File: src/rtl/bt_pkg.sv
// Shared types for the bus target: controller states and the two
// command codes the target answers to.
package bt_pkg;
    typedef enum logic [2:0] {
        ST_IDLE,   // waiting for an address phase
        ST_CLAIM,  // device-select up, fixed wait state, read fetch
        ST_XFER,   // target-ready and stop up, waiting for initiator
        ST_DISC,   // transfer done, frame still high: hold stop
        ST_SKIP    // cycle belongs to someone else: wait for idle bus
    } bt_state_e;

    localparam logic [3:0] CMD_REG_RD = 4'b0110;
    localparam logic [3:0] CMD_REG_WR = 4'b0111;
endpackage

File: src/rtl/bt_decode.sv
// Address-phase decoder. Compares the upper address bits with the base
// and recognises the two supported commands. Purely combinational;
// assumes the caller only uses the result in an address-phase cycle.
module bt_decode #(
    parameter int DW       = 32,
    parameter int BEW      = DW / 8,
    parameter int WIN_BITS = 6
) (
    input  logic [DW-1:0]  ad,
    input  logic [BEW-1:0] cbe,
    input  logic [DW-1:0]  base,
    output logic           hit,
    output logic           is_wr
);
    import bt_pkg::*;

    logic win_match;
    logic cmd_ok;

    // Window match on the bits above the window size, command filter.
    always_comb begin
        win_match = (ad[DW-1:WIN_BITS] == base[DW-1:WIN_BITS]);
        cmd_ok    = (cbe == CMD_REG_RD) || (cbe == CMD_REG_WR);
        hit       = win_match && cmd_ok;
        is_wr     = (cbe == CMD_REG_WR);
    end
endmodule

File: src/rtl/bt_parity.sv
// Even-parity generator and checker. The driven parity lags the data it
// covers by one clock. The received parity also lags by one clock, so the
// checker compares against parity captured in the previous cycle and
// registers the result once more before reporting.
module bt_parity #(
    parameter int DW  = 32,
    parameter int BEW = DW / 8
) (
    input  logic           clk,
    input  logic           rst_n,
    input  logic [DW-1:0]  ad_out,
    input  logic           ad_oe,
    input  logic [DW-1:0]  ad_in,
    input  logic [BEW-1:0] cbe,
    input  logic           par_in,
    input  logic           chk_stb,
    input  logic           perr_en,
    output logic           par_out,
    output logic           par_oe,
    output logic           perr
);
    logic calc_q;
    logic pend_q;
    logic err_q;

    // Outgoing parity and its enable, one clock behind the data.
    always_ff @(posedge clk) begin
        if (!rst_n) begin
            par_out <= 1'b0;
            par_oe  <= 1'b0;
        end else begin
            par_out <= ^{ad_out, cbe};
            par_oe  <= ad_oe;
        end
    end

    // Capture parity of a received write phase, compare next clock, report after.
    always_ff @(posedge clk) begin
        if (!rst_n) begin
            calc_q <= 1'b0;
            pend_q <= 1'b0;
            err_q  <= 1'b0;
            perr   <= 1'b0;
        end else begin
            calc_q <= ^{ad_in, cbe};
            pend_q <= chk_stb;
            err_q  <= pend_q && perr_en && (calc_q != par_in);
            perr   <= err_q;
        end
    end
endmodule

File: src/rtl/bt_fsm.sv
// Transaction controller. Claims a decoded cycle, inserts one fixed wait
// state, then offers one data phase with stop asserted (disconnect after
// the first transfer). Assumes the decoder result is only meaningful while
// idle with frame high.
module bt_fsm #(
    parameter int DW       = 32,
    parameter int WIN_BITS = 6,
    parameter int IDX_W    = WIN_BITS - 2
) (
    input  logic             clk,
    input  logic             rst_n,
    input  logic             frame,
    input  logic             irdy,
    input  logic             addr_hit,
    input  logic             addr_wr,
    input  logic [DW-1:0]    ad_in,
    output logic             devsel,
    output logic             trdy,
    output logic             stop,
    output logic             ad_oe,
    output logic             rd_stb,
    output logic             wr_stb,
    output logic [IDX_W-1:0] idx
);
    import bt_pkg::*;

    bt_state_e state_q, state_d;
    logic      wr_q;

    // Next-state selection from the bus handshake.
    always_comb begin
        state_d = state_q;
        unique case (state_q)
            ST_IDLE:  if (frame) state_d = addr_hit ? ST_CLAIM : ST_SKIP;
            ST_CLAIM: state_d = ST_XFER;
            ST_XFER:  if (irdy) state_d = frame ? ST_DISC : ST_IDLE;
            ST_DISC:  if (!frame) state_d = ST_IDLE;
            ST_SKIP:  if (!frame && !irdy) state_d = ST_IDLE;
            default:  state_d = ST_IDLE;
        endcase
    end

    // State register plus command and index capture at the address phase.
    always_ff @(posedge clk) begin
        if (!rst_n) begin
            state_q <= ST_IDLE;
            wr_q    <= 1'b0;
            idx     <= '0;
        end else begin
            state_q <= state_d;
            if (state_q == ST_IDLE && frame) begin
                wr_q <= addr_wr;
                idx  <= ad_in[WIN_BITS-1:2];
            end
        end
    end

    // Bus-side and register-side outputs decoded from the state.
    always_comb begin
        devsel = (state_q == ST_CLAIM) || (state_q == ST_XFER) || (state_q == ST_DISC);
        trdy   = (state_q == ST_XFER);
        stop   = (state_q == ST_XFER) || (state_q == ST_DISC);
        ad_oe  = (state_q == ST_XFER) && !wr_q;
        rd_stb = (state_q == ST_CLAIM) && !wr_q;
        wr_stb = (state_q == ST_XFER) && irdy && wr_q;
    end
endmodule

File: src/rtl/bus_target_ctl.sv
// Top of the bus target. Ties decoder, controller and parity unit
// together and holds the read data fetched during the wait state.
// Assumes a single-cycle register port (read data valid with the strobe).
module bus_target_ctl #(
    parameter int DW       = 32,
    parameter int BEW      = DW / 8,
    parameter int WIN_BITS = 6,
    parameter int IDX_W    = WIN_BITS - 2
) (
    input  logic             clk,
    input  logic             rst_n,
    input  logic [DW-1:0]    base_i,
    input  logic             perr_en_i,
    input  logic             frame_i,
    input  logic             irdy_i,
    input  logic [DW-1:0]    ad_i,
    input  logic [BEW-1:0]   cbe_i,
    input  logic             par_i,
    output logic [DW-1:0]    ad_o,
    output logic             ad_oe_o,
    output logic             par_o,
    output logic             par_oe_o,
    output logic             devsel_o,
    output logic             trdy_o,
    output logic             stop_o,
    output logic             perr_o,
    output logic [IDX_W-1:0] reg_idx_o,
    output logic             reg_rd_o,
    output logic             reg_wr_o,
    output logic [DW-1:0]    reg_wdata_o,
    output logic [BEW-1:0]   reg_be_o,
    input  logic [DW-1:0]    reg_rdata_i
);
    logic hit;
    logic is_wr;

    bt_decode #(.DW(DW), .BEW(BEW), .WIN_BITS(WIN_BITS)) u_dec (
        .ad    (ad_i),
        .cbe   (cbe_i),
        .base  (base_i),
        .hit   (hit),
        .is_wr (is_wr)
    );

    bt_fsm #(.DW(DW), .WIN_BITS(WIN_BITS), .IDX_W(IDX_W)) u_fsm (
        .clk      (clk),
        .rst_n    (rst_n),
        .frame    (frame_i),
        .irdy     (irdy_i),
        .addr_hit (hit),
        .addr_wr  (is_wr),
        .ad_in    (ad_i),
        .devsel   (devsel_o),
        .trdy     (trdy_o),
        .stop     (stop_o),
        .ad_oe    (ad_oe_o),
        .rd_stb   (reg_rd_o),
        .wr_stb   (reg_wr_o),
        .idx      (reg_idx_o)
    );

    // Hold the register value fetched with the read strobe.
    always_ff @(posedge clk) begin
        if (!rst_n) ad_o <= '0;
        else if (reg_rd_o) ad_o <= reg_rdata_i;
    end

    assign reg_wdata_o = ad_i;
    assign reg_be_o    = cbe_i;

    bt_parity #(.DW(DW), .BEW(BEW)) u_par (
        .clk     (clk),
        .rst_n   (rst_n),
        .ad_out  (ad_o),
        .ad_oe   (ad_oe_o),
        .ad_in   (ad_i),
        .cbe     (cbe_i),
        .par_in  (par_i),
        .chk_stb (reg_wr_o),
        .perr_en (perr_en_i),
        .par_out (par_o),
        .par_oe  (par_oe_o),
        .perr    (perr_o)
    );
endmodule

File: config.mk
export PLATFORM = sky130hd
export DESIGN_NAME = bus_target_ctl
export DESIGN_NICKNAME = d
export VERILOG_FILES = /design/src/rtl/bt_pkg.sv /design/src/rtl/bt_decode.sv /design/src/rtl/bt_parity.sv /design/src/rtl/bt_fsm.sv /design/src/rtl/bus_target_ctl.sv
export SDC_FILE = /design/constraint.sdc
export NUM_CORES = 1
export LEC_CHECK = 0
export BUFFER_PORTS_ARGS = -buffer_cell sky130_fd_sc_hd__buf_2
export CAP_MARGIN = 20
export CORE_ASPECT_RATIO = 1.4
export CORE_MARGIN = 3
export CORE_UTILIZATION = 47
export DETAILED_ROUTE_END_ITERATION = 8
export PLACE_DENSITY = 0.91
export RECOVER_POWER = 25
export SETUP_SLACK_MARGIN = 0.3
export SLEW_MARGIN = 20
export SYNTH_ARGS = -nofsm -noshare
export SYNTH_HDL_FRONTEND = slang
export SYNTH_HIERARCHICAL = 1
export SYNTH_SLANG_ARGS = --single-unit
File: constraint.sdc
create_clock -name clk -period 3.6 [get_ports clk]
set_clock_uncertainty 0.1 [all_clocks]
set_input_delay 0 -clock clk [delete_from_list [all_inputs] [get_ports clk]]
set_output_delay 0 -clock clk [all_outputs]
set_load 0.05 [all_outputs]
==> metrics.md, run 1 <==
| Metric | Value |
|---|---|
| Initial core utilization | 0.4854 |
| Max frequency | 450.0 MHz |
| DR vias | 2665 |
| Setup ws final | 1.378 ns |
| Worst VDD drop | 214.2 uV |
| CTS H-Tree Depth | 2 |
| Final Hold Fails | 0 |
| Crit Reg-Reg Endpoint | ad_o[12] |
| Port Buffers | 180 |
| Actual slew at the worst max-slew pin | 0.7709 ns |
| Final WL | 8.583 mm |
| Starting DRC count in detailed routing | 74 |
| Root buffer cell | clkbuf_8 |
| Cts repair resizes | 0 |
| Netlist Area Pre-Place | 0.003035 mm2 |
| Die area | 0.007472 mm2 |
| WHS Path Cells | 4 |
| Critical Path RT | 3.74 ns |
| Minimum clock period | 2.222 ns |
| Syn_area_per_cell | 10.08 um2 |
| Antenna Cells | 0 |
| Sink Count | 46 |
| Crit start category | input port |
| Post-Syn Instances | 301 |
| Crit path buffers/inverters | 2 |
| Cell variety after synth | 35 |
| Initial antenna violation count | 0 |
| Routed wire per std cell | 15.44 um |
| Worst-path clk slew | 0.08 ns |
| I/O pins | 187 |
| Pre-CTS setup slack | 1.646 ns |
| Slowest cell on crit path | dlygate4sd3_1 |
| Fin crit share | 0.6172 |
| Hold endpoint | u_fsm/wr_q |
| DRC viols | 0 |
| Fin Setup TNS | 0 ns |
| Hold_ws | 0.06719 ns |
| Sequential-to-total area share from yosys stat | 0.3034 |
| GP Congestion | 0.8324 |
| Synth area leader | dfxtp_1 |
| Pleak | 1.825 nW |
| Global-route wire length before repair | 13.20 mm |
| Vias per cell | 4.793 |
| Ordered cell list for the critical path | buf_2 > xor2_1 > nor4_1 > nand4_1 > nor4_2 > or3b_1 > a21oi_1 > dlygate4sd3_1 |
| Min-delay worst type | input port to flip-flop |
| Worst reg-to-reg setup slack | 1.69 ns |
| Grt ovf | 0 |
| #FFs+latches synth | 46 |
| DRT Pass-1 Iters | 4 |
| Max_cap viols | 0 |
| Core area | 0.006254 mm2 |
| Worst-skew pair later-pin latency | 0.29 ns |
| Final slew viol count | 0 |
| FF-to-FF Start | u_fsm/state_q[0] |
| Setup-failing EPs final | 0 |
| Fin nets | 589 |
| Top post-synthesis cells by area | dfxtp_1 (30%), xnor2_1 (16%), mux2i_1 (13%) |
| RSZ-0062 raised after global routing | false |
| Post-CTS Hold Fix Bufs | 41 |
| CP Launch Point | ad_i[29] |
| Top cell type's share of synthesized area | 0.3034 |
| Die Height | 101.1 um |
| Largest net degree at the start of global routing | 53 |
| Arr. time, crit path | 2.36 ns |
| Number of global-route vias before repair | 2759 |
| # Post-CTS Setup Buffers | 0 |
| Crit-path max FO | 3 |
| YS warnings | 6 |
| Most frequent cells in the layout | buf_2 (149), xnor2_1 (54), dfxtp_1 (46), dlygate4sd3_1 (41), mux2i_1 (39) |
| Detail Route Antenna Nets | 0 |
| CP Capture Type | flip-flop |
| Family with the most delay on the worst path | simple AND/OR/NAND/NOR gates |
| Die Wd | 73.92 um |
| TritonCTS clock tree | done |
| Number of cell rows | 34 |
| Worst Hold Launch | cbe_i[2] |
| All-Layer GR Usage | 0.2316 |
| Crit path kind | input port to flip-flop |
| Outcome | finished clean |
| R2R depth | 4 |
| Worst path max stage delay | 0.56 ns |
| Layout cells sized above 1 | 0.3388 |
| Commonest non-fill, non-tap cell in the layout | buf_2 |
| Layout area overhead | 36.31% |
| Power density cells | 317.7 mW/mm2 |
| Max-slew headroom | 0.4861 |
| TritonCTS Buffers | 5 |
| Net count after synthesis | 407 |
| Post-DP HPWL | 6.082 mm |
| Clk buf depth | 2 |
-- how the worst max path moves through the flow --
| stage | end | slack [ns] | cells after the start |
|---|---|---|---|
| after global routing | u_fsm/state_q[0] | 1.22 | 8 |
| after CTS | u_fsm/state_q[0] | 1.43 | 8 |
| after floorplan | ad_o[11] | 0.38 | 6 |
| final | u_fsm/state_q[0] | 1.38 | 8 |
| after global placement | u_fsm/state_q[0] | 1.70 | 7 |
| after detailed placement | u_fsm/state_q[0] | 1.65 | 7 |
-- where the power goes --
group	internal, W	total (W)	switching (W)	leakage [nW]
clock network	0.000208	0.000385	0.000177	0.0585
registers	0.000519	0.000526	0.00000672	0.372
logic	0.000188	0.000404	0.000216	1.39
total	0.000915	0.00131	0.000400	1.82
-- state kept, by name (all words and copies together), names as in the netlist --
| name | flops |
|---|---|
| ad_o | 32 |
| u_fsm/idx | 4 |
| u_fsm/state_q | 3 |
| u_fsm/wr_q | 1 |
| u_par/calc_q | 1 |
| u_par/err_q | 1 |
| u_par/par_oe | 1 |
| u_par/par_out | 1 |
| u_par/pend_q | 1 |
| u_par/perr | 1 |
-- metrics by stage --
step                instances  area [um2]  power [W]    util
finish                    556        4138   0.001315  0.6617
global route              556        4138   0.001376  0.6617
CTS                       556        4177   0.001329  0.6679
detailed placement        507        3654  0.0009124  0.5842
global placement          507        3654  0.0009060  0.5842
floorplan                 301        3035  0.0008197       -
-- cells in the mapped netlist, drive strengths merged --
| cell | n |
|---|---|
| nor4b | 2 |
| and4b | 1 |
| a2111oi | 2 |
| or3b | 1 |
| o21ai | 2 |
| nand4 | 2 |
| mux2i | 39 |
| and2 | 3 |
| and3 | 1 |
| nor4 | 6 |
| clkbuf | 5 |
| o21ba | 1 |
| nand2 | 12 |
| xor2 | 30 |
| inv | 2 |
| nand3 | 1 |
| or2 | 1 |
| xnor3 | 4 |
| nand2b | 2 |
| and2b | 1 |
| xnor2 | 54 |
| a21oi | 1 |
| dfxtp | 46 |
| nor2 | 4 |
| nand3b | 1 |
| buf | 42 |
| nor2b | 33 |
| nor3b | 1 |
| nand4b | 1 |
-- worst min-delay path: cells and delay by family --
kind | cells | cell delay (ns)
AND/OR/NAND/NOR | 2 | 0.23
buffers and inverters | 1 | 0.12
multiplexers | 1 | 0.06
-- routing by layer --
| layer | vias up | track usage | part of all wire |
|---|---|---|---|
| met1 | 1186 | 0.2281 | 0.34 |
| met2 | 147 | 0.4563 | 0.55 |
| met5 | - | 0 | 0 |
| met3 | 20 | 0.03593 | 0.078 |
| li1 | 1312 | - | - |
| met4 | 0 | 0.09763 | 0.032 |
-- final cells by class --
class / count / area [um2]
Multi-Input combinational cell: 206 / 1727
Tap cell: 72 / 90.09
Inverter: 2 / 7.507
Fill cell: 474 / 2116
Sequential cell: 46 / 920.9
Clock inverter: 3 / 43.79
Clock buffer: 5 / 68.82
Timing Repair Buffer: 222 / 1280
-- kinds of logic (layout without fill, tap and decap cells) --
group                     count (synthesis)  count (layout)  synth area share
AOI/OAI and AO/OA                         6               6           0.01607
xor gates and xnor gates                 88              88            0.2721
muxes                                    39              39            0.1286
and+or+nand+nor                          73              73            0.1500
DFF                                      46              46            0.3034
buffers and inverters                    49             232            0.1298
No activity file was read; power rests on OpenSTA's default activity.
==> inputs of run 2 (changes only) <==
- CORE_UTILIZATION: 47 -> 39
- PLACE_DENSITY: 0.91 -> 0.81
- clock period: 3.6 -> 1.9 ns (I/O delays scaled with it)
==> run 2 against run 1 <==
Compared with the run above:
- critical path depth shrank 3
- flip-flop and latch count unchanged
- global-route usage decreased by 3.6 points
- die area is 19% higher
- critical path type is now flip-flop to flip-flop
- largest cell class unchanged
- largest power group unchanged
==> metrics.md, run 2 (synthesis gave the netlist of run 1 again) <==
| Metric | Value |
|---|---|
| Detail Route Antenna Nets | 0 (unchanged) |
| Psw | 0.0007460 W (+87%) |
| DR vias | 2790 (+4.7%) |
| TritonCTS Buffers | 5 (unchanged) |
| Worst VDD drop | 290.0 uV (+35%) |
| RSZ-0062 raised after global routing | true |
| Regs by FF count | ad_o x32, u_fsm/idx x4, u_fsm/state_q x3 |
| Min-delay worst type | input port to flip-flop |
| Max frequency | 604.2 MHz |
| TritonCTS clock tree | done |
| Max-slew headroom | 0.5938 (+0.1078) |
| Outcome | finished clean |
| Minimum clock period | 1.655 ns |
| CP Launch Point | ad_o[11] |
| FF-to-FF Start | ad_o[11] |
| Final WL | 9.364 mm (+9.1%) |
| DRC viols | 0 (unchanged) |
| Post-Route M1 WL | 3.284 mm (+12%) |
| Port Buffers | 180 (unchanged) |
| Top reg by flops | ad_o |
| Antenna Cells | 0 (unchanged) |
| Largest net degree at the start of global routing | 43 (-19%) |
| Setup ws final | 0.2448 ns (-1.133 ns) |
| Number of global-route vias before repair | 2726 (-1.2%) |
| Post-DP HPWL | 6.258 mm (+2.9%) |
| Layout cells sized above 1 | 0.4504 (+0.1116) |
| Core area | 0.007453 mm2 (+19%) |
| Critical path's most frequent cell | xnor2_1 |
| Sw Ratio | 0.3186 (+0.01446) |
| WL met2 | 5.154 mm (+9.3%) |
| Crit start category | flip-flop |
| Commonest non-fill, non-tap cell in the layout | buf_2 |
| FF+latch area | 994.7 um2 (+8.0%) |
| DRT Pass-1 Iters | 4 (unchanged) |
| Pleak | 1.954 nW (+7.1%) |
| Actual slew at the worst max-slew pin | 0.6118 ns (-0.1591 ns) |
| Power density cells | 515.3 mW/mm2 (+62%) |
| Total power | 0.002342 W (+78%) |
| Clk buf depth | 2 (unchanged) |
| Fillcell total | 632 (+33%) |
| All-Layer GR Usage | 0.1951 (-0.03642) |
| GP Congestion | 0.8345 (+0.25%) |
| Die area | 0.008893 mm2 (+19%) |
| Worst-path clk slew | 0.09 ns (about the same) |
| Crit-path max FO | 3 (unchanged) |
| Layout area overhead | 49.71% |
| Root buffer cell | clkbuf_8 |
| Sink Count | 46 (unchanged) |
| CP Capture Type | flip-flop |
| Routed wire per std cell | 15.58 um (+0.93%) |
| Number of cell rows | 37 (+8.8%) |
| Crit path kind | flip-flop to flip-flop |
| Max_cap viols | 0 (unchanged) |
| Ordered cell list for the critical path | xnor2_2 > xnor2_1 > xnor2_1 > xnor3_1 > mux2i_1 |
| Clock share of power | 0.245 (-0.048) |
| Comb pwr share | 0.339 (+0.032) |
| Final Hold Fails | 0 (unchanged) |
| I/O pins | 187 (unchanged) |
| Dpl cells | 534 (+5.3%) |
| Metal3 WL | 654 um (-2.5%) |
| Die Height | 110.4 um (+9.2%) |
| Starting DRC count in detailed routing | 36 (-51%) |
| Global-route wire length before repair | 13.12 mm (-0.58%) |
| Pint | 0.001596 W (+74%) |
| Worst path max stage delay | 0.45 ns (-0.11 ns) |
| Vias per cell | 4.642 (-3.1%) |
| Most frequent cells in the layout | buf_2 (145), xnor2_1 (51), dlygate4sd3_1 (40), mux2i_1 (35), clkbuf_1 (33) |
| Finished Layout Cells | 601 (+8.1%) |
| Pre-CTS setup slack | -0.008516 ns (-1.654 ns) |
| Fin Setup TNS | 0 ns (unchanged) |
| Setup-failing EPs final | 0 (unchanged) |
| Critical Path RT | 1.98 ns (-1.76 ns) |
| Initial antenna violation count | 0 (unchanged) |
| Worst Hold Launch | cbe_i[2] |
| Fin crit share | 0.8712 |
| Max reg flops | 32 (unchanged) |
| Area of the multi-input gates | 0.001826 mm2 (+5.7%) |
| Share of power burned in registers | 0.416 (+0.016) |
| Die Wd | 80.56 um (+9.0%) |
| Grt ovf | 0 (unchanged) |
| Hold_ws | 0.05885 ns (-0.008338 ns) |
| Slowest cell on crit path | xnor3_1 |
| Worst-skew pair later-pin latency | 0.29 ns (about the same) |
| Top Metal Used | met4 |
| Arr. time, crit path | 1.74 ns (-0.62 ns) |
| Final slew viol count | 0 (unchanged) |
| Initial core utilization | 0.4073 (-0.07814) |
| CTS H-Tree Depth | 2 (unchanged) |
| Fin nets | 609 (+3.4%) |
run 2: cell count changes in the layout (fill, tap and decap cells not counted), sizes merged:
cell         change
inv              -1
bufinv           -1
clkinv           -1
clkinvlp         +1
clkbuf           +3
dlygate4sd3      -1
buf             +20
run 2: layout make-up:
class                           count  area share
Inverter                            2    0.001652
Clock buffer                        7     0.01680
Sequential cell                    46      0.2189
Clock inverter                      1    0.001652
Multi-Input combinational cell    206      0.4017
Timing Repair Buffer              242      0.3326
Tap cell                           97     0.02671
run 2: repair_timing:
action	4_1_cts	5_1_grt
pin swaps	1	9
gates cloned	2	0
endpoints found under the setup margin	36	26
buffers inserted	6	11
gates resized for setup	6	16
hold buffers	40	0
hold endpoints to repair	40	0
run 2: final timing paths:
kind                        end  slack [ns]  depth (start not counted)
setup / recovery  u_par/par_out        0.24                          5
hold reg to reg      u_par/perr        0.34                          1
hold / removal       u_fsm/wr_q        0.06                          4
setup reg to reg  u_par/par_out        0.24                          5
run 2: metrics by stage:
stage / util / cell area [um2]
4_1_cts: 0.5951 / 4436
6_report: 0.6097 / 4544
2_1_floorplan: - / 3148
3_3_place_gp: 0.5110 / 3809
5_1_grt: 0.6097 / 4544
3_5_place_dp: 0.5110 / 3809
run 2: critical path, delay by kind of cell, from the launching register on:
family    cells  cell delay [ns]
mux           1             0.13
flops         1             0.35
xor+xnor      4             0.98
run 2: metal layers:
| metal | GRT usage | vias to the layer above |
|---|---|---|
| li1 | - | 1349 |
| met1 | 0.1917 | 1279 |
| met4 | 0.07609 | 0 |
| met5 | 0 | - |
| met3 | 0.02846 | 17 |
| met2 | 0.3975 | 145 |
run 2: power by group through the flow:
stage	sequential [W]	combinational, W	clock (W)
final	0.000974	0.000794	0.000574
after floorplan	0.00103	0.000512	0
after detailed placement	0.00100	0.000721	0
after global placement	0.00100	0.000712	0
after global routing	0.000976	0.000844	0.000627
after CTS	0.000979	0.000788	0.000597
==> inputs of run 3 (changes only) <==
- CORE_UTILIZATION: 39 -> 47
- PLACE_DENSITY: 0.81 -> 0.91
- clock period: 1.9 -> 1.97 ns (I/O delays scaled with it)
==> run 3 against run 2 <==
Compared with the run above:
- combinational power down 5.4%
- via count down 2.2%
- critical path depth unchanged
- sequential share of layout area up 1.1 points
- register-to-register slack better by 0.07 ns
- critical path type unchanged
- largest cell class unchanged
==> metrics.md, run 3 (synthesis gave the netlist of run 1 again) <==
| Metric | Value |
|---|---|
| Die Wd | 73.92 um (-8.2%) |
| Die Height | 101.1 um (-8.4%) |
| Root buffer cell | clkbuf_8 |
| Final slew viol count | 0 (unchanged) |
| Worst-path clk slew | 0.09 ns (about the same) |
| Fin crit share | 0.8380 (-0.03311) |
| Crit Reg-Reg Endpoint | u_par/par_out |
| Actual slew at the worst max-slew pin | 0.7337 ns (+0.1218 ns) |
| I/O pins | 187 (unchanged) |
| Post-DP HPWL | 6.270 mm (+0.19%) |
| Commonest non-fill, non-tap cell in the layout | buf_2 |
| CP Launch Point | ad_o[14] |
| Vias per cell | 4.882 (+5.2%) |
| Worst reg-to-reg setup slack | 0.32 ns (+0.07 ns) |
| Layout area overhead | 41.26% |
| R2R depth | 5 (unchanged) |
| Critical Path RT | 2.06 ns (+0.08 ns) |
| Worst path max stage delay | 0.46 ns (about the same) |
| Die area | 0.007472 mm2 (-16%) |
| Sw Ratio | 0.3263 (+0.007729) |
| Min-delay worst type | input port to flip-flop |
| Final core occ | 0.6857 (+0.07597) |
| Minimum clock period | 1.651 ns (-0.004255 ns) |
| Crit-path max FO | 3 (unchanged) |
| WHS Path Cells | 4 (unchanged) |
| All-Layer GR Usage | 0.2387 (+0.04357) |
| Comb pwr share | 0.332 (-0.007) |
| Outcome | finished clean |
| Clock share of power | 0.249 (+0.004) |
| Crit path kind | flip-flop to flip-flop |
| FF-to-FF Start | ad_o[14] |
| Setup ws final | 0.3191 ns (+0.07425 ns) |
| Max reg flops | 32 (unchanged) |
| Largest net degree at the start of global routing | 31 (-28%) |
| Pint | 0.001523 W (-4.6%) |
| Number of global-route vias before repair | 2793 (+2.5%) |
| Ordered cell list for the critical path | xor2_2 > xnor2_1 > xnor2_1 > xnor3_1 > mux2i_1 |
| Worst-skew pair later-pin latency | 0.29 ns (about the same) |
| Cell Area, Placed | 0.003762 mm2 (-1.2%) |
| Final instance area | 0.004288 mm2 (-5.6%) |
| Clk buf depth | 2 (unchanged) |
| Port Buffers | 180 (unchanged) |
| Arr. time, crit path | 1.74 ns (about the same) |
| Grt ovf | 0 (unchanged) |
| TritonCTS Buffers | 5 (unchanged) |
| Initial core utilization | 0.4854 (+0.07814) |
| GR peak layer | met2 |
| DRT Pass-1 Iters | 4 (unchanged) |
| Family with the most delay on the worst path | XOR/XNOR gates |
| TritonCTS clock tree | done |
| Finished Layout Cells | 559 (-7.0%) |
| Pre-CTS setup slack | 0.1325 ns (+0.1410 ns) |
| Worst Hold Launch | cbe_i[2] |
| GP Congestion | 0.7993 (-4.2%) |
| Fin nets | 591 (-3.0%) |
| Layout cells sized above 1 | 0.4198 (-0.03064) |
| Dpl cells | 508 (-4.9%) |
| Slowest cell on crit path | xnor3_1 |
| CTS H-Tree Depth | 2 (unchanged) |
| Detail Route Antenna Nets | 0 (unchanged) |
| Final Hold Fails | 0 (unchanged) |
| Max_cap viols | 0 (unchanged) |
| Starting DRC count in detailed routing | 76 (+110%) |
| Final WL | 9.170 mm (-2.1%) |
| Top reg by flops | ad_o |
| Critical path's most frequent cell | xnor2_1 |
| DR vias | 2729 (-2.2%) |
| Initial antenna violation count | 1 (+1) |
| Max-slew headroom | 0.5130 (-0.08087) |
| Met3 usage | 0.03094 (+0.002483) |
| Worst VDD drop | 309.8 uV (+6.8%) |
| Max frequency | 605.7 MHz (+0.26%) |
| Power density cells | 527.2 mW/mm2 (+2.3%) |
| Setup-failing EPs final | 0 (unchanged) |
| Psw | 0.0007376 W (-1.1%) |
| Most frequent cells in the layout | buf_2 (148), xnor2_1 (52), dlygate4sd3_1 (40), mux2i_1 (39), nor2b_1 (32) |
| Sink Count | 46 (unchanged) |
| Routed wire per std cell | 16.40 um (+5.3%) |
| GR Util met2 | 0.4665 (+0.06902) |
| Number of cell rows | 34 (-8.1%) |
| CP Capture Type | flip-flop |
| RSZ-0062 raised after global routing | true |
| Global-route wire length before repair | 13.57 mm (+3.4%) |
| Hold endpoint | u_fsm/wr_q |
| Met1 Usage GRT | 0.2542 (+0.06241) |
| Pleak | 1.848 nW (-5.4%) |
| DRC viols | 0 (unchanged) |
| Crit path buffers/inverters | 0 (unchanged) |
| Fin Setup TNS | 0 ns (unchanged) |
| Crit start category | flip-flop |
| Share of power burned in registers | 0.419 (+0.003) |
| Core area | 0.006254 mm2 (-16%) |
| Regs by FF count | ad_o x32, u_fsm/idx x4, u_fsm/state_q x3 |
-- run 3: changes by cell type in the layout (fill, tap and decap cells not counted), sizes merged --
cell and delta:
diode +1, clkinv +2, clkbuf -2, buf -18
-- run 3: power by group through the flow --
stage / Sequential [W] / Clock [W] / Combinational, W
2_1_floorplan: 0.000995 / 0 / 0.000494
3_3_place_gp: 0.000972 / 0 / 0.000681
3_5_place_dp: 0.000972 / 0 / 0.000691
4_1_cts: 0.000949 / 0.000573 / 0.000753
5_1_grt: 0.000950 / 0.000611 / 0.000798
6_report: 0.000947 / 0.000562 / 0.000751
-- run 3: worst min-delay path, delay by kind of cell --
| kind | cells | cell delay (ns) |
|---|---|---|
| muxes | 1 | 0.06 |
| buffers and inverters | 1 | 0.12 |
| and+or+nand+nor | 2 | 0.22 |
-- run 3: timing repair --
item | CTS | global route
hold endpoints to repair | 40 | 0
endpoints found under the setup margin | 12 | 16
gates resized for setup | 4 | 7
buffers inserted | 0 | 1
gates cloned | 1 | 0
hold buffers | 40 | 0
pin swaps | 1 | 9
-- run 3: stage by stage --
step                hold slack, ns  power (W)
finish                     0.05838   0.002261
floorplan                  0.02171   0.001488
detailed placement          0.1370   0.001663
global placement            0.1343   0.001653
CTS                        0.04848   0.002275
global route               0.08671   0.002359
-- run 3: final cells by class --
type                       instances  area (um2)
antenna                            1       2.502
clock inverter                     3       16.27
inverter                           2       7.507
tap                               72       90.09
timing repair buffer             224        1329
clock buffer                       5       68.82
fill                             453        1966
multi-input combinational        206        1789
sequential                        46       984.7
-- run 3: routing by layer --
layer,share of wire,vias up
met1,0.36,1246
met5,0,-
met2,0.54,155
li1,-,1312
met4,0.023,0
met3,0.076,16
-- run 3: worst max path at each step --
| stage | endpoint | slack [ns] | cells after the start |
|---|---|---|---|
| 3_3_place_gp | u_fsm/state_q[0] | 0.22 | 7 |
| 2_1_floorplan | ad_o[23] | 0.03 | 6 |
| 5_1_grt | u_par/par_out | 0.24 | 5 |
| 3_5_place_dp | u_fsm/state_q[0] | 0.13 | 7 |
| 6_report | u_par/par_out | 0.32 | 5 |
| 4_1_cts | u_par/par_out | 0.31 | 5 |
